<file path="config.mk">
export PLATFORM = sky130hd
export DESIGN_NAME = duo_cpu
export DESIGN_NICKNAME = d
export VERILOG_FILES = /design/src/rtl/duo_cpu_pkg.sv /design/src/rtl/duo_cpu_alu.sv /design/src/rtl/duo_cpu_regs.sv /design/src/rtl/duo_cpu_seq.sv /design/src/rtl/duo_cpu.sv
export SDC_FILE = /design/constraint.sdc
export NUM_CORES = 1
export LEC_CHECK = 0
export BUFFER_PORTS_ARGS = -buffer_cell sky130_fd_sc_hd__buf_4
export CAP_MARGIN = 20
export CELL_PAD_IN_SITES_DETAIL_PLACEMENT = 0
export CELL_PAD_IN_SITES_GLOBAL_PLACEMENT = 2
export CORE_UTILIZATION = 49
export DETAILED_ROUTE_END_ITERATION = 7
export PLACE_DENSITY = 0.87
export RECOVER_POWER = 50
export SYNTH_ARGS = -nofsm -noshare
export SYNTH_HDL_FRONTEND = slang
export SYNTH_SLANG_ARGS = --single-unit
</file>
<file path="constraint.sdc">
create_clock -name clk -period 9.4 [get_ports clk]
set_clock_uncertainty 0.15 [all_clocks]
set_input_delay 1.88 -clock clk [delete_from_list [all_inputs] [get_ports clk]]
set_output_delay 1.88 -clock clk [all_outputs]
set_load 0.005 [all_outputs]
</file>
<file path="src/rtl/duo_cpu_pkg.sv">
package duo_cpu_pkg;

    typedef enum logic [1:0] {
        ST_START = 2'd0,
        ST_FETCH = 2'd1,
        ST_EXEC  = 2'd2
    } seq_state_e;

    typedef enum logic [3:0] {
        OP_NOP  = 4'h0, OP_IEN  = 4'h1, OP_IDIS = 4'h2, OP_LDW  = 4'h3,
        OP_LDB  = 4'h4, OP_STW  = 4'h5, OP_STB  = 4'h6, OP_ALU  = 4'h7,
        OP_TSTR = 4'h8, OP_TSTM = 4'h9, OP_IMM  = 4'hA, OP_BCC  = 4'hB,
        OP_INB  = 4'hC, OP_OUTB = 4'hD, OP_BIRQ = 4'hE, OP_BRST = 4'hF
    } opcode_e;

    localparam logic [3:0] FN_ADD  = 4'h0;
    localparam logic [3:0] FN_SUB  = 4'h1;
    localparam logic [3:0] FN_AND  = 4'h2;
    localparam logic [3:0] FN_OR   = 4'h3;
    localparam logic [3:0] FN_XOR  = 4'h4;
    localparam logic [3:0] FN_MOVB = 4'h5;
    localparam logic [3:0] FN_NOTB = 4'h6;
    localparam logic [3:0] FN_SHR  = 4'h7;
    localparam logic [3:0] FN_SHL  = 4'h8;

endpackage

</file>
<file path="src/rtl/duo_cpu_alu.sv">
module duo_cpu_alu
    import duo_cpu_pkg::*;
#(
    parameter int W = 16
) (
    input  logic [W-1:0] a,
    input  logic [W-1:0] b,
    input  logic [3:0]   fn,
    output logic [W-1:0] y
);

    always_comb begin
        case (fn)
            FN_ADD:  y = a + b;
            FN_SUB:  y = a - b;
            FN_AND:  y = a & b;
            FN_OR:   y = a | b;
            FN_XOR:  y = a ^ b;
            FN_MOVB: y = b;
            FN_NOTB: y = ~b;
            FN_SHR:  y = a >> 1;
            FN_SHL:  y = a << 1;
            default: y = a;
        endcase
    end

endmodule

</file>
<file path="src/rtl/duo_cpu_regs.sv">
module duo_cpu_regs #(
    parameter int W      = 16,
    parameter int N      = 16,
    parameter int PC_IDX = 15,
    localparam int IW    = $clog2(N)
) (
    input  logic          clk,
    input  logic          we,
    input  logic [IW-1:0] widx,
    input  logic [W-1:0]  wdata,
    input  logic [IW-1:0] ra_idx,
    input  logic [IW-1:0] rb_idx,
    output logic [W-1:0]  ra_q,
    output logic [W-1:0]  rb_q,
    output logic [W-1:0]  pc_q
);

    logic [W-1:0] cells [N];

    always_ff @(posedge clk) begin
        if (we) cells[widx] <= wdata;
    end

    assign ra_q = cells[ra_idx];
    assign rb_q = cells[rb_idx];
    assign pc_q = cells[PC_IDX];

endmodule

</file>
<file path="src/rtl/duo_cpu_seq.sv">
module duo_cpu_seq
    import duo_cpu_pkg::*;
#(
    parameter int W      = 16,
    parameter int N      = 16,
    parameter int PC_IDX = 15,
    localparam int IW    = $clog2(N)
) (
    input  logic          clk,
    input  logic          rst_n,
    input  logic          irq_req,
    input  logic [W-1:0]  pc_q,
    input  logic [W-1:0]  ra_q,
    input  logic [W-1:0]  rb_q,
    input  logic [W-1:0]  alu_y,
    input  logic [W-1:0]  mem_rdata,
    input  logic [7:0]    io_rdata,
    output seq_state_e    state_o,
    output logic [IW-1:0] ra_idx,
    output logic [IW-1:0] rb_idx,
    output logic [W-1:0]  alu_a,
    output logic [W-1:0]  alu_b,
    output logic [3:0]    alu_fn,
    output logic          rf_we,
    output logic [IW-1:0] rf_widx,
    output logic [W-1:0]  rf_wdata,
    output logic [W-1:0]  mem_addr,
    output logic [W-1:0]  mem_wdata,
    output logic          mem_re,
    output logic          mem_we,
    output logic          mem_byte,
    output logic          io_rd,
    output logic          io_wr,
    output logic          bus_rst
);

    localparam logic [IW-1:0] PC_SEL = IW'(PC_IDX);

    seq_state_e   state_q, state_d;
    logic [W-1:0] ir_q;
    logic         flag_z, flag_n, irq_en;
    logic         ir_ld, flags_ld, ien_set, ien_clr;
    logic [W-1:0] tst_val;
    opcode_e      op;
    logic         cond_ok;
    logic [W-1:0] disp2, imm_z, rd_byte, io_byte, st_byte;

    assign op      = opcode_e'(ir_q[15:12]);
    assign ra_idx  = ir_q[IW-1:0];
    assign rb_idx  = ir_q[4+IW-1:4];
    assign cond_ok = ((ir_q[6] ? flag_n : flag_z) == ir_q[7]);
    assign disp2   = {{(W-7){ir_q[5]}}, ir_q[5:0], 1'b0};
    assign imm_z   = {{(W-4){1'b0}}, ir_q[3:0]};
    assign rd_byte = {{(W-8){1'b0}}, mem_rdata[7:0]};
    assign io_byte = {{(W-8){1'b0}}, io_rdata};
    assign st_byte = {{(W-8){1'b0}}, rb_q[7:0]};
    assign state_o = state_q;

    always_ff @(posedge clk or negedge rst_n) begin
        if (!rst_n) begin
            state_q <= ST_START;
            ir_q    <= '0;
            flag_z  <= 1'b0;
            flag_n  <= 1'b0;
            irq_en  <= 1'b0;
        end else begin
            state_q <= state_d;
            if (ir_ld) ir_q <= mem_rdata;
            if (flags_ld) begin
                flag_z <= (tst_val == '0);
                flag_n <= tst_val[W-1];
            end
            if (ien_set)      irq_en <= 1'b1;
            else if (ien_clr) irq_en <= 1'b0;
        end
    end

    always_comb begin
        state_d   = state_q;
        alu_a     = rb_q;
        alu_b     = ra_q;
        alu_fn    = ir_q[11:8];
        rf_we     = 1'b0;
        rf_widx   = rb_idx;
        rf_wdata  = alu_y;
        mem_addr  = '0;
        mem_wdata = '0;
        mem_re    = 1'b0;
        mem_we    = 1'b0;
        mem_byte  = 1'b0;
        io_rd     = 1'b0;
        io_wr     = 1'b0;
        bus_rst   = 1'b0;
        ir_ld     = 1'b0;
        flags_ld  = 1'b0;
        tst_val   = rb_q;
        ien_set   = 1'b0;
        ien_clr   = 1'b0;
        unique case (state_q)
            ST_START: begin
                rf_we    = 1'b1;
                rf_widx  = PC_SEL;
                rf_wdata = '0;
                state_d  = ST_FETCH;
            end
            ST_FETCH: begin
                mem_addr = pc_q;
                mem_re   = 1'b1;
                ir_ld    = 1'b1;
                alu_a    = pc_q;
                alu_b    = W'(2);
                alu_fn   = FN_ADD;
                rf_we    = 1'b1;
                rf_widx  = PC_SEL;
                state_d  = ST_EXEC;
            end
            ST_EXEC: begin
                state_d = ST_FETCH;
                unique case (op)
                    OP_NOP:  ;
                    OP_IEN:  ien_set = 1'b1;
                    OP_IDIS: ien_clr = 1'b1;
                    OP_LDW: begin
                        mem_addr = ra_q; mem_re = 1'b1;
                        rf_we = 1'b1; rf_wdata = mem_rdata;
                    end
                    OP_LDB: begin
                        mem_addr = ra_q; mem_re = 1'b1; mem_byte = 1'b1;
                        rf_we = 1'b1; rf_wdata = rd_byte;
                    end
                    OP_STW: begin
                        mem_addr = ra_q; mem_we = 1'b1; mem_wdata = rb_q;
                    end
                    OP_STB: begin
                        mem_addr = ra_q; mem_we = 1'b1; mem_byte = 1'b1;
                        mem_wdata = st_byte;
                    end
                    OP_ALU:  rf_we = 1'b1;
                    OP_TSTR: flags_ld = 1'b1;
                    OP_TSTM: begin
                        mem_addr = ra_q; mem_re = 1'b1;
                        flags_ld = 1'b1; tst_val = mem_rdata;
                    end
                    OP_IMM: begin
                        alu_b = imm_z; rf_we = 1'b1;
                    end
                    OP_BCC, OP_BIRQ: begin
                        alu_a   = pc_q;
                        alu_b   = disp2;
                        alu_fn  = FN_ADD;
                        rf_widx = PC_SEL;
                        rf_we   = (op == OP_BCC) ? cond_ok : (irq_req && irq_en);
                    end
                    OP_INB: begin
                        mem_addr = ra_q; io_rd = 1'b1;
                        rf_we = 1'b1; rf_wdata = io_byte;
                    end
                    OP_OUTB: begin
                        mem_addr = ra_q; io_wr = 1'b1; mem_wdata = st_byte;
                    end
                    OP_BRST: bus_rst = 1'b1;
                endcase
            end
            default: state_d = ST_START;
        endcase
    end

endmodule

</file>
<file path="src/rtl/duo_cpu.sv">
module duo_cpu
    import duo_cpu_pkg::*;
#(
    parameter int DATA_W = 16,
    parameter int N_REGS = 16,
    parameter int PC_IDX = 15
) (
    input  logic              clk,
    input  logic              rst_n,
    input  logic              irq_req,
    output logic [DATA_W-1:0] mem_addr,
    input  logic [DATA_W-1:0] mem_rdata,
    output logic [DATA_W-1:0] mem_wdata,
    output logic              mem_re,
    output logic              mem_we,
    output logic              mem_byte,
    input  logic [7:0]        io_rdata,
    output logic              io_rd,
    output logic              io_wr,
    output logic              bus_rst
);

    localparam int IDX_W = $clog2(N_REGS);

    seq_state_e        cur_state;
    logic [IDX_W-1:0]  ra_idx, rb_idx, rf_widx;
    logic [DATA_W-1:0] ra_q, rb_q, pc_q, alu_a, alu_b, alu_y, rf_wdata;
    logic [3:0]        alu_fn;
    logic              rf_we;

    duo_cpu_regs #(.W(DATA_W), .N(N_REGS), .PC_IDX(PC_IDX)) u_regs (
        .clk(clk), .we(rf_we), .widx(rf_widx), .wdata(rf_wdata),
        .ra_idx(ra_idx), .rb_idx(rb_idx),
        .ra_q(ra_q), .rb_q(rb_q), .pc_q(pc_q)
    );

    duo_cpu_alu #(.W(DATA_W)) u_alu (
        .a(alu_a), .b(alu_b), .fn(alu_fn), .y(alu_y)
    );

    duo_cpu_seq #(.W(DATA_W), .N(N_REGS), .PC_IDX(PC_IDX)) u_seq (
        .clk(clk), .rst_n(rst_n), .irq_req(irq_req),
        .pc_q(pc_q), .ra_q(ra_q), .rb_q(rb_q), .alu_y(alu_y),
        .mem_rdata(mem_rdata), .io_rdata(io_rdata),
        .state_o(cur_state), .ra_idx(ra_idx), .rb_idx(rb_idx),
        .alu_a(alu_a), .alu_b(alu_b), .alu_fn(alu_fn),
        .rf_we(rf_we), .rf_widx(rf_widx), .rf_wdata(rf_wdata),
        .mem_addr(mem_addr), .mem_wdata(mem_wdata),
        .mem_re(mem_re), .mem_we(mem_we), .mem_byte(mem_byte),
        .io_rd(io_rd), .io_wr(io_wr), .bus_rst(bus_rst)
    );

endmodule

</file>
# Word-level counts from Yosys, hierarchy flattened
# Memory sizes are Yosys's and may differ from the RTL's.
# Index checks and enable logic that the tools add are counted.
dict set report op_classes {
  add_sub_neg 2
  multipliers 0
  div_mod_pow 0
  n_lt_le_gt_ge 0
  n_eq_ne 26
  n_shift 0
  n_mux 45
  bitwise_logic 4
  n_reduce_logical 15
}
# cell n
set ops {}
lappend ops {{16-bit case mux with 2 select lines} 6}
lappend ops {{16-bit case mux with 9 select lines} 1}
lappend ops {{16-bit two-way mux} 5}
lappend ops {{16-bit case mux with 3 select lines} 1}
lappend ops {{4-bit == test (second input constant)} 9}
lappend ops {{4-bit by 3-bit == test with 1-bit output (second input constant)} 8}
lappend ops {{1-bit two-way mux} 24}
lappend ops {{16-bit adder} 1}
lappend ops {{16-bit AND} 1}
lappend ops {{4-bit by 2-bit == test with 1-bit output (second input constant)} 4}
lappend ops {{16-bit logical NOT} 1}
lappend ops {{16-bit NOT} 1}
lappend ops {{16-bit OR} 1}
lappend ops {{4-bit case mux with 2 select lines} 2}
lappend ops {{16-bit subtractor} 1}
lappend ops {{16-bit XOR} 1}
lappend ops {{2-bit OR reduction} 7}
lappend ops {{4-bit by 1-bit == test with 1-bit output (second input constant)} 2}
lappend ops {{4-bit two-way mux} 2}
lappend ops {{7-bit OR reduction} 1}
lappend ops {{1-bit case mux with 2 select lines} 3}
lappend ops {{5-bit OR reduction} 1}
lappend ops {{4-bit logical NOT} 1}
lappend ops {{2-bit case mux with 2 select lines} 1}
lappend ops {{other kinds (7)} 7}
dict set report totals {
  reg_bits 21
  latch_bits 0
  ramBits 256
  mem_bits_ro 0
  input_bits 27
  out_inout_bits 38
  memories 1
}
# name depth width read_ports rd_clocked_by_memory_dff write_ports line_no
set memory_table {}
lappend memory_table {u_regs.cells 16 16 3 0 1 duo_cpu_regs.sv:18} ;# logic [W-1:0] cells [N];

# Depth between registers and ports, before layout
dict set report depth {
  ltp_word 8
  ltp_mapped 23
  mapped_depth_nobuf 21
}

# Cells and area by module
# From an unflattened synthesis, not the netlist that was laid out.
dict set report unflattened {
  cells_unflattened 1229
  area_unflattened_um2 16698.5
}
# module instances cells_per_inst area_each_um2
set by_module_without_submodules {}
lappend by_module_without_submodules {duo_cpu_regs 1 553 11690.0}
lappend by_module_without_submodules {duo_cpu_alu 1 410 2705.1}
lappend by_module_without_submodules {duo_cpu_seq 1 266 2303.5}

# Worst setup path after synthesis
# OpenSTA, ideal clock, no wires.
dict set report synth_timing {
  path_type {register to register}
  from {reg u_seq.state_q[0] (netlist: u_seq.state_o[0])}
  to {mem u_regs.cells[0][15] (data pin)}
  setup_ps 294
  arrival_ps 4669
  path_slack_ps 4287
  stages_incl_launch_ff 21
  n_path_buf 3
  synth_period_minus_slack_ps 5113
  cell_sequence {dfrtp_1 > inv_1 > ha_1 > clkbuf_1 > and3_1 > a21oi_1 > buf_2 > clkbuf_1 > nand3_1 > nor2_1 > a21oi_1 > ha_1 > nand2b_1 > a21oi_1 > o21ai_0 > or2_2 > a31oi_1 > a21o_1 > a21oi_1 > xnor3_1 > o211ai_1}
}
dict set report synth_via {
  elab_chain_cells 6
  word_cells_on_any_way 24
}
# element line_no
set synth_rtl {}
lappend synth_rtl {{from (decl)} duo_cpu_seq.sv:39} ;# seq_state_e state_q, state_d;
lappend synth_rtl {{from (signal assigned)} duo_cpu_seq.sv:67} ;# state_q <= state_d;
lappend synth_rtl {{2-bit == test / 2-bit by 1-bit == test with 1-bit output (equally long branches)} duo_cpu_seq.sv:99} ;# unique case (state_q)
lappend synth_rtl {{16-bit case mux with 2 select lines / 4-bit case mux with 2 select lines (equally long branches)} duo_cpu_seq.sv:99}
lappend synth_rtl {{16-bit subtractor (tied with other cells)} duo_cpu_alu.sv:15} ;# FN_SUB: y = a - b;
lappend synth_rtl {{16-bit case mux with 9 select lines} duo_cpu_alu.sv:13} ;# case (fn)
lappend synth_rtl {{16-bit case mux with 3 select lines} duo_cpu_seq.sv:119} ;# unique case (op)
lappend synth_rtl {{16-bit case mux with 2 select lines (*)} duo_cpu_seq.sv:99}
lappend synth_rtl {{named net rf_wdata[15]} duo_cpu.sv:27} ;# logic [DATA_W-1:0] ra_q, rb_q, pc_q, alu_a, alu_b, alu_y, rf_wdata;
lappend synth_rtl {{to (decl)} duo_cpu_regs.sv:18}
# Mark *: on every way through the listed nets, which the timed path passes. The rest lies on a longest branch.

# Final worst setup path
dict set report layout_timing {
  from {reg u_seq.ir_q[0]}
  to {mem u_regs.cells[8][14] (data pin)}
}
dict set report layout_via {
  elab_chain_cells 7
  word_cells_on_any_way 12
}
# element line_no
set layout_rtl {}
lappend layout_rtl {{from (decl)} duo_cpu_seq.sv:40} ;# logic [W-1:0] ir_q;
lappend layout_rtl {{from (signal assigned)} duo_cpu_seq.sv:68} ;# if (ir_ld) ir_q <= mem_rdata;
lappend layout_rtl {{memory 16 x 16 bit} --}
lappend layout_rtl {{16-bit case mux with 2 select lines} duo_cpu_seq.sv:119}
lappend layout_rtl {{16-bit case mux with 2 select lines (*)} duo_cpu_seq.sv:99}
lappend layout_rtl {{16-bit subtractor (tied with other cells)} duo_cpu_alu.sv:15}
lappend layout_rtl {{16-bit case mux with 9 select lines (*)} duo_cpu_alu.sv:13}
lappend layout_rtl {{16-bit case mux with 3 select lines} duo_cpu_seq.sv:119}
lappend layout_rtl {{16-bit case mux with 2 select lines (*)} duo_cpu_seq.sv:99}
lappend layout_rtl {{named net rf_wdata[14]} duo_cpu.sv:27}
# Marked as above.

==> impl_metrics.ini <==
[yosys]
yosysMostFrequentCell = edfxtp_1
netlist_top_cells_count = edfxtp_1 (256), mux4_2 (115), nor2_1 (73)
ys_types = 82
synth_area_leaders = edfxtp_1 (45%), mux4_2 (15%), mux2i_1 (4.1%), ha_1 (4.1%), dfrtp_1 (3.1%)
synth-seq-cells = 277
async_flop_share_pct = 7.58
syn_inst = 1275
yosys.area.top_type = edfxtp_1
syn_area_um2 = 16900
synth_edf_count = 256
syn_area_per_cell_um2 = 13.3
ys_seq_area_share_pct = 48.5
synth_fp_nets = 1358
ys.flop_type = edfxtp_1
yosysWarningCount = 0
synth_top_area_share_pct = 45.4

[clock_tree]
ctsHoldBuffers = 0
htree_levels = 1
cts_setup_buffers = 0
cts_buffers = 30
clkTransAtPathRegs_ns = 0.06
clockBufferDepth = 3
root_buffer = clkbuf_16
cts.sinks = 277
cts_tree = built
clock_latency_ns = 0.59
cts-resized-gates = 0

[detailed_routing]
ant_nets = 0
wl_per_cell_um = 30.7
viasPerCell = 6.90
num_vias = 12446
drtPass1Iterations = 5
drc = 0
wl_um = 55300
drtIter0Drc = 1296

[placement]
io_buffers = 64
gp_congestion = 0.912
place_ws_ns = 2.55
place.detailed.hpwl_um = 38900

[floorplan]
core_um2 = 33800
rows = 67
die_w_um = 188
ios = 65
start_util_pct = 50.1
die_y_um = 188
dieArea_um2 = 35300

[timing]
worst_pin_slew_ns = 1.60
final_hold_viol_count = 0
grt_setup_unrepaired = false
finalCriticalPeriod_ns = 6.70
drv_slew = 132
relSlewSlack_pct = -6.67
fmax_mhz = 149
finalSetupViolCount = 0
fin_setup_tns_ns = 0
fin_ws_ns = 2.70
fin_crit_sh_pct = 71.2

[flow_run]
cap_violations = 7

[global_routing]
grt_max_degree = 45
first_global_vias = 12033
overflow = 0
track_usage_pct = 31.7
grt_first_pass_wirelength_um = 81800
antenna_found_initial = 0

[finish]
seq_area_um2 = 8220
layout-drive-gt1-share_pct = 22.1
nets = 1417
fillCellCount = 2801
multiInputGateArea_um2 = 8050
diodes = 0
syn2layout_area_growth_pct = 10.3

[critical_path]
cp-start-kind = flop
cp-end-kind = flop
startpoint = u_seq.ir_q[0]
crit_arrival_ns = 6.75
worstReg2RegStart = u_seq.ir_q[0]
rr_worst_depth = 17
worstPathMaxFanout = 35
cp.required_ns = 9.46
critPathKind = reg2reg
r2r-end = u_regs.cells[8][14]
reg2reg_slack_ns = 2.70
crit_end = u_regs.cells[8][14]

[power_and_ir_drop]
vdd_drop_max_mv = 0.137
leakage_nw = 6.66
total_power_mw = 2.74
power_density_nw_per_um2 = 147

[run_status]
failed_checks = max-capacitance violations, max-slew violations
status = finished with violations

[hold_path]
hold_path.class = reg2reg
[kinds of logic after synthesis]
kind of cell | count (synthesis) | share of synthesized area [%]
AOI/OAI and AO/OA | 312 | 13.1
xor gates and xnor gates | 31 | 1.69
adders and majority gates | 56 | 4.18
buffers and inverters | 135 | 4.09
DFF | 277 | 48.5
muxes | 208 | 21.1
and+or+nand+nor | 256 | 7.35
[how the worst min path moves through the flow]
| stage | startpoint | endpoint | slack (ns) | depth (start not counted) |
|---|---|---|---|---|
| 2_1_floorplan | u_seq.flag_n | u_seq.flag_n | 0.31 | 1 |
| 3_3_place_gp | u_seq.flag_n | u_seq.flag_n | 0.32 | 1 |
| 3_5_place_dp | u_seq.flag_n | u_seq.flag_n | 0.33 | 1 |
| 4_1_cts | u_seq.flag_n | u_seq.flag_n | 0.34 | 1 |
| 5_1_grt | u_seq.flag_n | u_seq.flag_n | 0.36 | 1 |
| 6_report | u_seq.flag_n | u_seq.flag_n | 0.35 | 1 |
[area by class of cell]
type,instances,share of cell area [%]
Clock buffer,35,4.12
Tap cell,448,3.00
Timing Repair Buffer,114,4.01
Clock inverter,19,0.731
Sequential cell,277,44.1
Multi-Input combinational cell,863,43.1
Inverter,48,0.965
[registers in the layout (all words and copies together), names as in the netlist]
register / count
u_seq.state_o: 2
u_seq.ir_q: 16
u_regs.cells: 256
u_seq.flag_z: 1
u_seq.irq_en: 1
u_seq.flag_n: 1
[layout by cell type (no fill, tap or decap), drive strengths merged, types with 20 or more instances in the layout]
| master | n |
|---|---|
| mux4 | 116 |
| mux2 | 23 |
| ha | 55 |
| nand2 | 63 |
| o211ai | 20 |
| and2 | 25 |
| nand3 | 20 |
| mux2i | 69 |
| a22o | 30 |
| o21ai | 67 |
| edfxtp | 256 |
| xnor2 | 21 |
| dfrtp | 21 |
| a22oi | 23 |
| a21oi | 52 |
| inv | 48 |
| clkbuf | 69 |
| buf | 80 |
| a221oi | 23 |
| nor2 | 74 |
[critical path: stages, from the launching register on]
cell and delay (ns):
dfrtp_4 0.83, buf_4 0.59, mux2_2 0.40, o22ai_1 0.25
a2111oi_1 0.13, a221oi_2 0.51, nor3b_1 0.46, nor2_1 0.10
xnor2_1 0.15, ha_1 0.31, a21oi_1 0.13, o211ai_1 0.21
o211ai_1 0.19, o311ai_0 0.60, a21o_1 0.20, a21oi_1 0.08
xor2_1 0.16, o21ai_1 0.82
[layer usage]
metal	vias to the layer above	track usage (%)	part of all wire, %
li1	5221	-	-
met5	-	0	0
met3	143	4.34	8.7
met2	756	50.6	47
met4	0	12.2	4.2
met1	6326	44.3	40
[report_power, final]
group,internal [mW],total (mW),switching (mW)
clock,0.589,1.09,0.499
combinational,0.111,0.257,0.145
sequential,1.36,1.39,0.0318
[per-stage QoR]
stage	util, %	std cells	hold WS [ns]	instance area (um2)
3_5_place_dp	52.8	1744	0.333	17800
5_1_grt	55.3	1804	0.356	18700
6_report	55.3	1804	0.347	18700
4_1_cts	55.5	1798	0.345	18800
3_3_place_gp	52.8	1744	0.325	17800
2_1_floorplan	-	1275	0.314	16900
No activity file was read; power rests on OpenSTA's default activity.
